## config.mk

```make
export PLATFORM = sky130hd
export DESIGN_NAME = rxstat_unit
export DESIGN_NICKNAME = d
export VERILOG_FILES = /design/src/rtl/rxstat_pkg.sv /design/src/rtl/rxstat_fifo.sv /design/src/rtl/rxstat_flags.sv /design/src/rtl/rxstat_unit.sv
export SDC_FILE = /design/constraint.sdc
export NUM_CORES = 1
export LEC_CHECK = 0
export BUFFER_PORTS_ARGS = -buffer_cell sky130_fd_sc_hd__buf_2
export CORE_MARGIN = 4
export CORE_UTILIZATION = 35
export CTS_BUF_LIST = sky130_fd_sc_hd__clkbuf_8 sky130_fd_sc_hd__clkbuf_16
export CTS_CLUSTER_DIAMETER = 80
export CTS_CLUSTER_SIZE = 30
export DETAILED_ROUTE_END_ITERATION = 10
export PLACE_DENSITY = 0.59
export REMOVE_ABC_BUFFERS = 1
export SYNTH_ARGS = -nofsm -noshare
export SYNTH_HDL_FRONTEND = slang
export SYNTH_SLANG_ARGS = --single-unit
```

## constraint.sdc

```tcl
create_clock -name clk -period 8.3 [get_ports clk]
set_clock_uncertainty 0.2 [all_clocks]
set_input_delay 0.415 -clock clk [delete_from_list [all_inputs] [get_ports clk]]
set_output_delay 0.415 -clock clk [all_outputs]
set_load 0.01 [all_outputs]
```

## src/rtl/rxstat_pkg.sv

```systemverilog
package rxstat_pkg;

    // Error tags carried with each queued character
    typedef struct packed {
        logic brk;
        logic frm;
        logic par;
    } err_tags_t;

    // Occupancy of the receive queue
    typedef enum logic [1:0] {
        FILL_EMPTY   = 2'd0,
        FILL_PARTIAL = 2'd1,
        FILL_FULL    = 2'd2
    } fill_state_t;

endpackage

```

## src/rtl/rxstat_fifo.sv

```systemverilog
module rxstat_fifo
    import rxstat_pkg::*;
#(
    parameter int DATA_W = 8,
    parameter int DEPTH  = 16
) (
    input  logic              clk,
    input  logic              rst_n,
    input  logic              wr_req,
    input  logic [DATA_W-1:0] wr_data,
    input  err_tags_t         wr_tags,
    input  logic              rd_req,
    output logic [DATA_W-1:0] head_data,
    output logic              not_empty,
    output logic              ovr_evt,
    output logic              head_load,
    output err_tags_t         load_tags
);
    localparam int PTR_W = $clog2(DEPTH);
    localparam int CNT_W = $clog2(DEPTH + 1);

    fill_state_t       state, state_n;
    logic [CNT_W-1:0]  cnt, cnt_n;
    logic [PTR_W-1:0]  wptr, rptr;
    logic [DATA_W-1:0] mem_d [DEPTH];
    err_tags_t         mem_t [DEPTH];
    logic [DATA_W-1:0] last_q;
    logic              push_ok, pop_ok;

    function automatic logic [PTR_W-1:0] ptr_inc(input logic [PTR_W-1:0] p);
        return (p == PTR_W'(DEPTH - 1)) ? '0 : p + PTR_W'(1);
    endfunction

    // Output / acceptance decode per state
    always_comb begin
        push_ok = 1'b0;
        pop_ok  = 1'b0;
        ovr_evt = 1'b0;
        unique case (state)
            FILL_EMPTY: begin
                push_ok = wr_req;
            end
            FILL_PARTIAL: begin
                push_ok = wr_req;
                pop_ok  = rd_req;
            end
            FILL_FULL: begin
                pop_ok  = rd_req;
                push_ok = wr_req && rd_req;
                ovr_evt = wr_req && !rd_req;
            end
            default: ;
        endcase
    end

    always_comb begin
        cnt_n = cnt + CNT_W'(push_ok) - CNT_W'(pop_ok);
        if (cnt_n == '0)                  state_n = FILL_EMPTY;
        else if (cnt_n == CNT_W'(DEPTH))  state_n = FILL_FULL;
        else                              state_n = FILL_PARTIAL;
    end

    // State register
    always_ff @(posedge clk) begin
        if (!rst_n) begin
            state <= FILL_EMPTY;
            cnt   <= '0;
        end else begin
            state <= state_n;
            cnt   <= cnt_n;
        end
    end

    always_ff @(posedge clk) begin
        if (!rst_n) begin
            wptr   <= '0;
            rptr   <= '0;
            last_q <= '0;
        end else begin
            if (push_ok) wptr <= ptr_inc(wptr);
            if (pop_ok) begin
                rptr   <= ptr_inc(rptr);
                last_q <= mem_d[rptr];
            end
        end
    end

    always_ff @(posedge clk) begin
        if (push_ok) begin
            mem_d[wptr] <= wr_data;
            mem_t[wptr] <= wr_tags;
        end
    end

    // A new head appears on a push into an empty queue, on a push that
    // replaces the only entry as it pops, or on a pop that exposes the next entry
    always_comb begin
        head_load = (push_ok && (state == FILL_EMPTY || (pop_ok && cnt == CNT_W'(1))))
                 || (pop_ok && cnt > CNT_W'(1));
        load_tags = (pop_ok && cnt > CNT_W'(1)) ? mem_t[ptr_inc(rptr)] : wr_tags;
    end

    assign not_empty = (state != FILL_EMPTY);
    assign head_data = (state == FILL_EMPTY) ? last_q : mem_d[rptr];

endmodule

```

## src/rtl/rxstat_flags.sv

```systemverilog
module rxstat_flags
    import rxstat_pkg::*;
(
    input  logic      clk,
    input  logic      rst_n,
    input  logic      head_load,
    input  err_tags_t load_tags,
    input  logic      ovr_evt,
    input  logic      stat_rd,
    input  logic      irq_en,
    output err_tags_t head_err,
    output logic      ovr_err,
    output logic      irq
);
    localparam int NTAG = $bits(err_tags_t);

    logic [NTAG-1:0] tag_vec;
    logic [NTAG-1:0] err_q;

    assign tag_vec = load_tags;

    // One sticky cell per head tag; a set in the read cycle wins
    for (genvar g = 0; g < NTAG; g++) begin : g_sticky
        always_ff @(posedge clk) begin
            if (!rst_n)                       err_q[g] <= 1'b0;
            else if (head_load && tag_vec[g]) err_q[g] <= 1'b1;
            else if (stat_rd)                 err_q[g] <= 1'b0;
        end
    end

    always_ff @(posedge clk) begin
        if (!rst_n)        ovr_err <= 1'b0;
        else if (ovr_evt)  ovr_err <= 1'b1;
        else if (stat_rd)  ovr_err <= 1'b0;
    end

    assign head_err = err_q;
    assign irq      = irq_en && (ovr_err || (|err_q));

endmodule

```

## src/rtl/rxstat_unit.sv

```systemverilog
module rxstat_unit
    import rxstat_pkg::*;
#(
    parameter int DATA_W = 8,
    parameter int DEPTH  = 16
) (
    input  logic              clk,
    input  logic              rst_n,
    input  logic              chr_valid,
    input  logic [DATA_W-1:0] chr_data,
    input  logic [2:0]        chr_tags,
    input  logic              rd_data,
    input  logic              rd_stat,
    input  logic              rls_en,
    output logic [DATA_W-1:0] head_data,
    output logic              st_ready,
    output logic              st_overrun,
    output logic              st_parity,
    output logic              st_framing,
    output logic              st_break,
    output logic              rls_irq
);
    err_tags_t in_tags, load_tags, head_err;
    logic      head_load, ovr_evt;

    assign in_tags = chr_tags;

    rxstat_fifo #(.DATA_W(DATA_W), .DEPTH(DEPTH)) u_fifo (
        .clk       (clk),
        .rst_n     (rst_n),
        .wr_req    (chr_valid),
        .wr_data   (chr_data),
        .wr_tags   (in_tags),
        .rd_req    (rd_data),
        .head_data (head_data),
        .not_empty (st_ready),
        .ovr_evt   (ovr_evt),
        .head_load (head_load),
        .load_tags (load_tags)
    );

    rxstat_flags u_flags (
        .clk       (clk),
        .rst_n     (rst_n),
        .head_load (head_load),
        .load_tags (load_tags),
        .ovr_evt   (ovr_evt),
        .stat_rd   (rd_stat),
        .irq_en    (rls_en),
        .head_err  (head_err),
        .ovr_err   (st_overrun),
        .irq       (rls_irq)
    );

    assign st_break   = head_err.brk;
    assign st_framing = head_err.frm;
    assign st_parity  = head_err.par;

endmodule

```

==> impl_summary.txt, run 1 <==
----------------------------------------------------
[Timing]
  Transition time at the pin with the least slew margin ... 1.167 ns
  Final hold violation count ... 0
  Total negative slack ... 0 ns
  Unrepaired setup endpoints after global routing ... false
  Maximum frequency from static timing analysis ... 0.2841 GHz
  Final cycle utilization of the critical path ... 0.4241
  Setup violations, final ... 0
  Worst Slack Setup Final ... 4.780 ns
  Max transition margin ... 0.2193
  Fin crit period ... 3.520 ns
  Number of max-slew violations in the final report ... 0

[Final layout]
  Highest-count cells in the layout ignoring fill and taps ... 176 x edfxtp_1, 36 x mux4_2, 30 x nor2_1, 30 x dfxtp_1, 30 x buf_2
  Nets ... 558
  Number of antenna repair diodes ... 0
  Fraction of layout cells with a size suffix above 1 ... 0.1970
  Post-route cell area ... 9258 µm²
  Most common cell after layout, fill and taps aside ... edfxtp_1
  Synth-to-layout area growth ... 10.58%
  Post-Route Utilization ... 0.3944

[Job]
  Count of max-cap constraint violations ... 0

[Power]
  Total power draw ... 2620 µW
  Highest ir drop seen on vdd ... 0.0001103 V
  Pwr dens ... 283.0 nW/µm²
  Leak pwr ... 0.003001 µW

[Global routing]
  Global-route wire length before repair ... 26340 µm
  Pin count of the biggest net entering global routing ... 33
  Antenna violations before repair ... 0
  Total congestion overflow after global routing ... 0
  Via count of the first global-routing pass ... 4476
  Global-route total usage across every layer ... 0.1297

[Floorplanning]
  Top-Level Pins ... 31
  Width of the die ... 162.7 µm
  Die area ... 26460 µm²
  Die height ... 162.7 µm
  Area of the core ... 23470 µm²
  Std cell rows ... 56
  Initial core utilization ... 0.3567

[Worst setup path]
  Data arrival time at the worst-slack endpoint ... 2.90 ns
  Maximum fanout along the worst path ... 32
  Category of the worst setup path launch point ... register
  WS Path Type ... register to output pin
  Critical Path End Type ... output pin
  Required time reported for the critical path endpoint ... 7.69 ns

[Hold path]
  Tightest Hold Check Type ... primary input to register

[Yosys]
  Number of storage elements in the synthesis netlist ... 207
  Post-synth cell types ... 46
  Cell type with the highest aggregate area in the netlist ... edfxtp_1
  Mean area per synthesized cell ... 16.98 µm²
  Part of the Yosys area used for sequential elements ... 0.7054
  Cell area after synthesis ... 8372 µm²
  Number of cells produced by synthesis ... 493
  Synthesis warning total ... 0
  Top post-synthesis cells by area ... edfxtp_1 63%, mux4_2 9.7%, dfxtp_1 7.4%
  Top FF cell, synth ... edfxtp_1
  Number of enable flip-flop cells after synthesis ... 176
  Asr flop ratio synth ... 0
  Fraction of post-synthesis cell area in the top cell type by area ... 0.6313

[Clock network]
  CTS Sinks ... 207
  Root buffer cell ... clkbuf_16
  TritonCTS clock tree ... yes
  Post-CTS setup repair buffer count ... 0
  Reg clk slew, reported paths ... 0.09 ns
  Post-CTS Hold Buffers ... 0
  Clk_lat worst skew ... 0.48 ns
  Cts repair resizes ... 0
  Count of H-tree levels built during CTS ... 1
  Number of buffers created by CTS ... 12
  CTS Buffer Depth ... 3

[Route]
  Number of vias per cell after detailed routing ... 5.111
  WL final ... 16880 µm
  Post-route DRC ... 0
  Wirelength per Cell ... 19.93 µm
  Number of DRC markers in iteration 0 ... 347
  Number of optimization iterations in the first detailed-route pass ... 4
  Total vias in the final route ... 4329
  Remaining number of nets flagged by the antenna check after routing ... 0

[Status]
  Run status ... finished, final reports clean

[Placement]
  Detailed placer's ending HPWL ... 10960 µm
  Last weighted congestion value of the routability-driven placer ... 0.7696
  Placement Setup Slack ... 4.789 ns
  PortBufs ... 30
  Area of placed instances ... 8875 µm²

----------------------------------------------------
[area by class of cell]
cell class              count  area [µm²]
clock buffers              13       325.3
multi-input cells         248        2283
well taps                 319       399.1
repair buffers             42       240.2
fillers                  2130       14210
clock inverters             6       57.56
flip-flops and latches    207        5907
inverters                  12       45.04
[sequential cells by signal (all words and copies together), names as in the netlist, named ones only]
signal	flops
u_fifo.cnt	5
u_fifo.last_q	8
u_fifo.mem_d	128
u_fifo.mem_t	48
u_fifo.rptr	4
u_fifo.state	2
u_fifo.wptr	4
u_flags.head_err	3
u_flags.ovr_err	1
[path summary, 6_finish.rpt]
path | depth (start not counted) | end | slack, ns | start
setup / recovery | 6 | head_data[7] | 4.78 | register
hold reg to reg | 2 | u_fifo.last_q[3] | 0.27 | u_fifo.last_q[3]
hold / removal | 3 | u_flags.ovr_err | 0.03 | rd_stat
setup reg to reg | 6 | u_fifo.mem_d[15][2] | 4.82 | u_fifo.state[1]
[critical path: stages, from the launching register on]
cell	delay, ns
dfxtp_2	0.32
buf_4	0.51
mux4_2	0.59
a22o_1	0.26
a221oi_1	0.41
o21ai_0	0.15
buf_2	0.17
[cell usage after synthesis (2+ instances only)]
library cell  number
a2111oi_0          6
a21oi_1           10
a221o_1            3
a221oi_1           5
a221oi_2           3
a22o_1             8
a31oi_1            4
and2_1             7
and3_1             6
buf_1              6
buf_2              5
buf_4              3
buf_6              3
clkbuf_1           9
dfxtp_1           31
edfxtp_1         176
ha_1              17
inv_1             12
mux2i_1            8
mux4_1             2
mux4_2            36
nand2_1           27
nand2b_1           5
nand3_1            8
nand3b_1           2
nor2_1            30
nor2b_1            8
nor3_1             8
o21ai_0            8
o21ai_1           10
o21bai_1           2
o22ai_1            3
o41ai_1            3
or4_1              2
xor2_1             6
[layer usage]
metal,global-route usage,wire length [µm],up-vias
li1,-,-,1999
met1,0.1848,7674,2222
met2,0.2116,8229,93
met3,0.02126,761,15
met4,0.02936,216,0
met5,0,0,-
[kinds of logic after synthesis]
family	synth area share
mux	0.1127
xor+xnor	0.006277
fa+ha+maj	0.02780
compound gates	0.06442
simple gates	0.06158
buf+inv	0.02182
flops	0.7054
[power by group]
group	internal (µW)	switching, µW	total (µW)
sequential	1210	44.0	1250
combinational	306	422	727
clock	298	340	638
total	1810	806	2620
[per-stage QoR]
step,hold WS (ns),std cells
floorplan,0.2414,467
global placement,0.2489,828
detailed placement,0.2581,828
CTS,0.01130,847
global route,0.05339,847
finish,0.02547,847
Note: power is estimated with default switching activity, not from simulation.
==> inputs of run 2 (changes only) <==
==> constraint.sdc (replaced) <==
create_clock -name clk -period 3.45 [get_ports clk]
set_clock_uncertainty 0.2 [all_clocks]
set_input_delay 0.1725 -clock clk [delete_from_list [all_inputs] [get_ports clk]]
set_output_delay 0.1725 -clock clk [all_outputs]
set_load 0.01 [all_outputs]
==> run 2 against run 1 <==
Compared with the run above: global-route usage hardly changed; wire length increased by 0.63%; core utilization increased by 0.82 points; combinational power rose by 150%; design area grew 2.1%.
==> impl_summary.txt, run 2 (same netlist as run 1, synthesis figures left out) <==
----------------------------------------------------
[Status]
  Run status ... finished, final reports clean

[Floorplanning]
  Initial core utilization ... 0.3567
  Die area ... 26460 µm²
  Width of the die ... 162.7 µm
  Top-Level Pins ... 31
  Std cell rows ... 56
  Die height ... 162.7 µm
  Area of the core ... 23470 µm²

[Final layout]
  Multi-input combinational cell area ... 2283 µm²
  Number of antenna repair diodes ... 0
  Highest-count cells in the layout ignoring fill and taps ... 176 x edfxtp_1, 36 x mux4_2, 30 x nor2_1, 30 x dfxtp_1, 30 x buf_2
  Fillers ... 2094
  Most common cell after layout, fill and taps aside ... edfxtp_1
  Post-route cell area ... 9449 µm²
  Cell Count, Final, Fillers Out ... 874
  Synth-to-layout area growth ... 12.87%
  Register name with the most flops ... u_fifo.mem_d
  Registers with the most flip-flops ... u_fifo.mem_d x128, u_fifo.mem_t x48, u_fifo.last_q x8
  Fraction of layout cells with a size suffix above 1 ... 0.2054
  Nets ... 588
  Number of flip-flops in the largest register ... 128
  Sequential cell area ... 5907 µm²

[Timing]
  Worst hold margin ... 0.07798 ns
  Fin crit period ... 3.009 ns
  Transition time at the pin with the least slew margin ... 0.8486 ns
  Max transition margin ... 0.4322
  Number of max-slew violations in the final report ... 0
  Total negative slack ... 0 ns
  Setup violations, final ... 0
  Unrepaired setup endpoints after global routing ... false
  Final hold violation count ... 0
  Maximum frequency from static timing analysis ... 0.3323 GHz
  Final cycle utilization of the critical path ... 0.8722

[Clock network]
  Cts repair resizes ... 0
  TritonCTS clock tree ... yes
  CTS Buffer Depth ... 3
  Post-CTS setup repair buffer count ... 0
  Post-CTS Hold Buffers ... 14
  Reg clk slew, reported paths ... 0.11 ns
  Root buffer cell ... clkbuf_16
  CTS Sinks ... 207
  Number of buffers created by CTS ... 10
  Clk_lat worst skew ... 0.47 ns
  Count of H-tree levels built during CTS ... 1

[Power]
  Total power draw ... 6134 µW
  Highest ir drop seen on vdd ... 0.0002975 V
  Leak pwr ... 0.003122 µW
  Pwr dens ... 649.1 nW/µm²

[Worst setup path]
  Crit Reg-Reg Endpoint ... u_fifo.state[1]
  Required time reported for the critical path endpoint ... 3.08 ns
  WS Path Type ... register to output pin
  Highest cell delay on the worst timing path ... 0.56 ns
  Cell breakdown of the critical path ... buf_12, mux4_2, a22o_1, a221oi_1, o21ai_0, buf_2
  Critical Path End Type ... output pin
  Data arrival time at the worst-slack endpoint ... 2.64 ns
  Minimum setup slack among reg-to-reg paths ... 0.56 ns
  Maximum fanout along the worst path ... 32
  Origin of the critical flop-to-flop path ... u_fifo.state[0]
  Category of the worst setup path launch point ... register
  Count of cells along the worst register-to-register path ... 12
  CP max-delay cell ... mux4_2

[Placement]
  Instance count after placement with tap cells included ... 846
  Last weighted congestion value of the routability-driven placer ... 0.8377
  PortBufs ... 30
  Area of placed instances ... 9022 µm²
  Detailed placer's ending HPWL ... 11440 µm

[Route]
  Post-route DRC ... 0
  Number of vias per cell after detailed routing ... 5.092
  Number of optimization iterations in the first detailed-route pass ... 5
  Remaining number of nets flagged by the antenna check after routing ... 0
  Total vias in the final route ... 4450
  Number of DRC markers in iteration 0 ... 424
  WL final ... 16990 µm
  Wirelength per Cell ... 19.44 µm

[Global routing]
  Global-route wire length before repair ... 26660 µm
  Via count of the first global-routing pass ... 4627
  Total congestion overflow after global routing ... 0
  Antenna violations before repair ... 0
  Global-route total usage across every layer ... 0.1293
  Pin count of the biggest net entering global routing ... 33

[Job]
  Count of max-cap constraint violations ... 0

[Hold path]
  Tightest Hold Check Type ... primary input to register
  HP Start ... rd_data
  Worst hold path cell count ... 4

----------------------------------------------------
## run 2: critical path: cells and delay by family (launching register included)
| family | cells | cell delay, ns |
|---|---|---|
| AOI/OAI and AO/OA | 3 | 0.81 |
| muxes | 1 | 0.56 |
| buffers and inverters | 2 | 0.42 |
| DFF | 1 | 0.36 |
## run 2: per-layer routing
| layer | GRT usage | part of all wire | vias to the layer above | wire [µm] |
|---|---|---|---|---|
| met5 | 0 | 0 | - | 0 |
| met3 | 0.01670 | 0.043 | 17 | 724 |
| met2 | 0.2262 | 0.50 | 85 | 8560 |
| li1 | - | - | 2045 | - |
| met1 | 0.1746 | 0.44 | 2303 | 7468 |
| met4 | 0.02707 | 0.014 | 0 | 234 |
## run 2: final cells by class
class | instances | area share
sequential | 207 | 0.6251
multi-input combinational | 248 | 0.2417
timing repair buffer | 74 | 0.05588
tap | 319 | 0.04224
clock buffer | 11 | 0.02913
inverter | 12 | 0.004767
clock inverter | 3 | 0.001192
## run 2: metrics by stage
step | setup slack [ns] | util
2_1_floorplan | 0.3542 | -
3_3_place_gp | 0.6692 | 0.3844
3_5_place_dp | 0.5878 | 0.3844
4_1_cts | 0.4238 | 0.4026
5_1_grt | 0.2430 | 0.4026
6_report | 0.4408 | 0.4026
## run 2: power breakdown
part	switching, µW	internal [µW]
logic	1020	791
registers	110	2910
clock network	724	579
total	1850	4280
## run 2: worst max-delay path by stage
stage                     slack [ns]  cells after the start               to             from
after floorplan                 0.35                      4     head_data[0]         register
after global placement          0.67                     12  u_fifo.state[1]  u_fifo.state[0]
after detailed placement        0.59                     12  u_fifo.state[1]  u_fifo.state[0]
after CTS                       0.42                      6     head_data[6]         register
after global routing            0.24                     13  u_fifo.state[1]  u_fifo.state[0]
final                           0.44                      6     head_data[6]         register
==> inputs of run 3 (changes only) <==
--- a/config.mk
+++ b/config.mk
@@ -5,6 +5,7 @@
 export SDC_FILE = /design/constraint.sdc
 export NUM_CORES = 1
 export LEC_CHECK = 0
+export ABC_AREA = 1
 export BUFFER_PORTS_ARGS = -buffer_cell sky130_fd_sc_hd__buf_2
 export CORE_MARGIN = 4
 export CORE_UTILIZATION = 35
==> constraint.sdc (replaced) <==
create_clock -name clk -period 2.95 [get_ports clk]
set_clock_uncertainty 0.2 [all_clocks]
set_input_delay 0.1475 -clock clk [delete_from_list [all_inputs] [get_ports clk]]
set_output_delay 0.1475 -clock clk [all_outputs]
set_load 0.01 [all_outputs]
==> run 3 against run 2 <==
Compared with the run above: critical endpoint unchanged; design area up 4.0%; cell count is 32% higher; setup slack lost 0.18 ns.
==> impl_summary.txt, run 3 <==
----------------------------------------------------
[Placement]
  PortBufs ... 30
  Last weighted congestion value of the routability-driven placer ... 0.8229
  Detailed placer's ending HPWL ... 12000 µm

[Power]
  Pwr dens ... 819.9 nW/µm²
  Clock power frac ... 0.201
  Pint ... 5117 µW
  Portion of total power attributed to sequential cells ... 0.457
  Leak pwr ... 0.003661 µW
  Sw Share ... 0.3650
  Highest ir drop seen on vdd ... 0.0004063 V
  Net switching component of the power ... 2941 µW
  Logic pwr share ... 0.342

[Yosys]
  Adder-cell share of the synthesized area ... 0.02646
  Asr flop ratio synth ... 0
  Top post-synthesis cells by area ... edfxtp_1 60%, dfxtp_1 7.1%, nand3_1 6.9%
  Top FF cell, synth ... edfxtp_1
  Synth Area in XOR/XNOR ... 0.003983
  Synthesis warning total ... 0
  Mean area per synthesized cell ... 11.16 µm²
  Post-synthesis compound-gate area fraction ... 0.09688
  Most used standard cells in the synthesized netlist ... 176 x edfxtp_1, 121 x nand3_1, 113 x inv_1, 92 x nand2_1, 59 x a21oi_1
  Part of the Yosys area used for sequential elements ... 0.6715
  Cell type with the highest aggregate area in the netlist ... edfxtp_1
  Cell area after synthesis ... 8795 µm²
  Number of cells produced by synthesis ... 788
  Multiplexer share of the synthesized area ... 0
  Post-synth cell types ... 26
  Number of enable flip-flop cells after synthesis ... 176
  Number of storage elements in the synthesis netlist ... 207
  Most frequent cell after synthesis ... edfxtp_1
  Largest family of logic cells by synthesized area ... simple AND/OR/NAND/NOR gates
  Fraction of post-synthesis cell area in the top cell type by area ... 0.6009
  Synth Area in Simple Gates ... 0.1280

[Job]
  Count of max-cap constraint violations ... 0

[Floorplanning]
  Die height ... 166.5 µm
  Top-Level Pins ... 31
  Area of the core ... 24530 µm²
  Std cell rows ... 57
  Die area ... 27730 µm²
  Initial core utilization ... 0.3585
  Width of the die ... 166.5 µm

[Route]
  Number of optimization iterations in the first detailed-route pass ... 5
  Number of DRC markers in iteration 0 ... 480
  WL final ... 18840 µm
  Post-route DRC ... 0
  Total vias in the final route ... 5624
  Number of vias per cell after detailed routing ... 4.857
  Remaining number of nets flagged by the antenna check after routing ... 0
  Wirelength per Cell ... 16.27 µm

[Global routing]
  Total congestion overflow after global routing ... 0
  Global-route wire length before repair ... 29570 µm
  Via count of the first global-routing pass ... 5302
  Antenna violations before repair ... 0
  Pin count of the biggest net entering global routing ... 50
  Global-route total usage across every layer ... 0.1324

[Worst setup path]
  Highest cell delay on the worst timing path ... 0.67 ns
  Count of cells along the worst register-to-register path ... 13
  Origin of the critical flop-to-flop path ... u_fifo.state[1]
  Cell breakdown of the critical path ... buf_12, o211ai_1, nand3_1, nand3_1, nand2_1, nand2_1, o21ai_0, buf_2
  Required time reported for the critical path endpoint ... 2.60 ns
  Minimum setup slack among reg-to-reg paths ... 0.32 ns
  Maximum fanout along the worst path ... 44
  Crit Reg-Reg Endpoint ... u_fifo.state[1]
  WS Path Type ... register to output pin
  Category of the worst setup path launch point ... register
  Data arrival time at the worst-slack endpoint ... 2.34 ns
  Critical Path End Type ... output pin
  CP max-delay cell ... dfxtp_2

[Hold path]
  Worst hold path cell count ... 4
  Tightest Hold Check Type ... primary input to register
  HP Start ... rst_n
  Worst min-delay path endpoint ... u_fifo.cnt[0]

[Timing]
  Maximum frequency from static timing analysis ... 0.3717 GHz
  Fin crit period ... 2.690 ns
  Max transition margin ... 0.5355
  Worst hold margin ... 0.3439 ns
  Final cycle utilization of the critical path ... 0.9119
  Total negative slack ... 0 ns
  Setup violations, final ... 0
  Unrepaired setup endpoints after global routing ... false
  Final hold violation count ... 0
  Number of max-slew violations in the final report ... 0
  Transition time at the pin with the least slew margin ... 0.6959 ns

[Final layout]
  Nets ... 866
  Highest-count cells in the layout ignoring fill and taps ... 176 x edfxtp_1, 121 x nand3_1, 113 x inv_1
  Synth-to-layout area growth ... 11.75%
  Number of antenna repair diodes ... 0
  Most common cell after layout, fill and taps aside ... edfxtp_1
  Fraction of layout cells with a size suffix above 1 ... 0.09113
  Sequential cell area ... 5911 µm²
  Register name with the most flops ... u_fifo.mem_d
  Multi-input combinational cell area ... 2251 µm²
  Registers with the most flip-flops ... u_fifo.mem_d x128, u_fifo.mem_t x48, u_fifo.last_q x8
  Fillers ... 2390
  Number of flip-flops in the largest register ... 128
  Post-Route Utilization ... 0.4006

[Clock network]
  Post-CTS setup repair buffer count ... 0
  Reg clk slew, reported paths ... 0.11 ns
  CTS Sinks ... 207
  Root buffer cell ... clkbuf_16
  Count of H-tree levels built during CTS ... 1
  CTS Buffer Depth ... 3
  Cts repair resizes ... 0
  Clk_lat worst skew ... 0.46 ns
  TritonCTS clock tree ... yes
  Number of buffers created by CTS ... 11

[Status]
  Run status ... finished, final reports clean

----------------------------------------------------
==> run 3: cell count changes in the layout (fill, tap and decap cells not counted), sizes merged, moves of 38 or more <==
cell / delta
nand3: +114
mux4: -38
nand2: +66
inv: +103
o21ai: +43
a21oi: +49
==> run 3: layout make-up <==
class                   instances  area share
repair buffers                 69     0.05169
clock inverters                 5    0.004328
well taps                     324     0.04125
clock buffers                  11     0.02801
inverters                     116     0.04430
multi-input cells             426      0.2290
flip-flops and latches        207      0.6014
==> run 3: how the worst max path moves through the flow <==
stage                          from               to  slack [ns]  cells past startpoint
global route               register     head_data[7]        0.07                      9
CTS                        register     head_data[7]        0.22                      8
detailed placement  u_fifo.state[1]  u_fifo.state[1]        0.34                     13
floorplan                  register     head_data[2]       -0.33                      6
global placement    u_fifo.state[1]  u_fifo.state[1]        0.41                     13
finish                     register     head_data[6]        0.26                      8
==> run 3: cells by family after synthesis <==
logic type,Yosys count
AND/OR/NAND/NOR,251
XOR/XNOR,4
buffers and inverters,155
AO/OA/AOI/OAI,153
flip-flops,207
adder cells (fa/ha/maj),18
==> run 3: power by group through the flow <==
stage / registers [µW] / logic (µW) / clock network, µW
finish: 3680 / 2750 / 1620
global route: 3720 / 3150 / 1790
CTS: 3690 / 2790 / 1680
detailed placement: 3750 / 2760 / 0
global placement: 3750 / 2720 / 0
floorplan: 3800 / 1730 / 0
==> run 3: what timing repair did <==
action | CTS | global route
hold buffers | 16 | 0
endpoints found under the setup margin | 0 | 0
endpoints found under the hold margin | 194 | 0
==> run 3: through the flow <==
step / area [µm²] / total power [µW] / std cells / setup slack [ns]
2_1_floorplan: 8587 / 5539 / 749 / -0.3253
5_1_grt: 9828 / 8663 / 1158 / 0.07459
6_report: 9828 / 8058 / 1158 / 0.2598
4_1_cts: 9828 / 8152 / 1158 / 0.2225
3_3_place_gp: 9350 / 6464 / 1126 / 0.4141
3_5_place_dp: 9350 / 6513 / 1126 / 0.3372
==> run 3: critical path, delay by kind of cell (launching register included) <==
kind / cells / cell delay (ns)
buffers and inverters: 2 / 0.46
AO/OA/AOI/OAI: 2 / 0.21
AND/OR/NAND/NOR: 4 / 0.50
flip-flops: 1 / 0.67
==> run 3: routing by layer <==
layer | GRT usage | up-vias | share of wire
met4 | 0.02953 | 0 | 0.014
met5 | 0 | - | 0
met3 | 0.01801 | 14 | 0.048
met1 | 0.1870 | 2692 | 0.47
li1 | - | 2811 | -
met2 | 0.2196 | 107 | 0.47
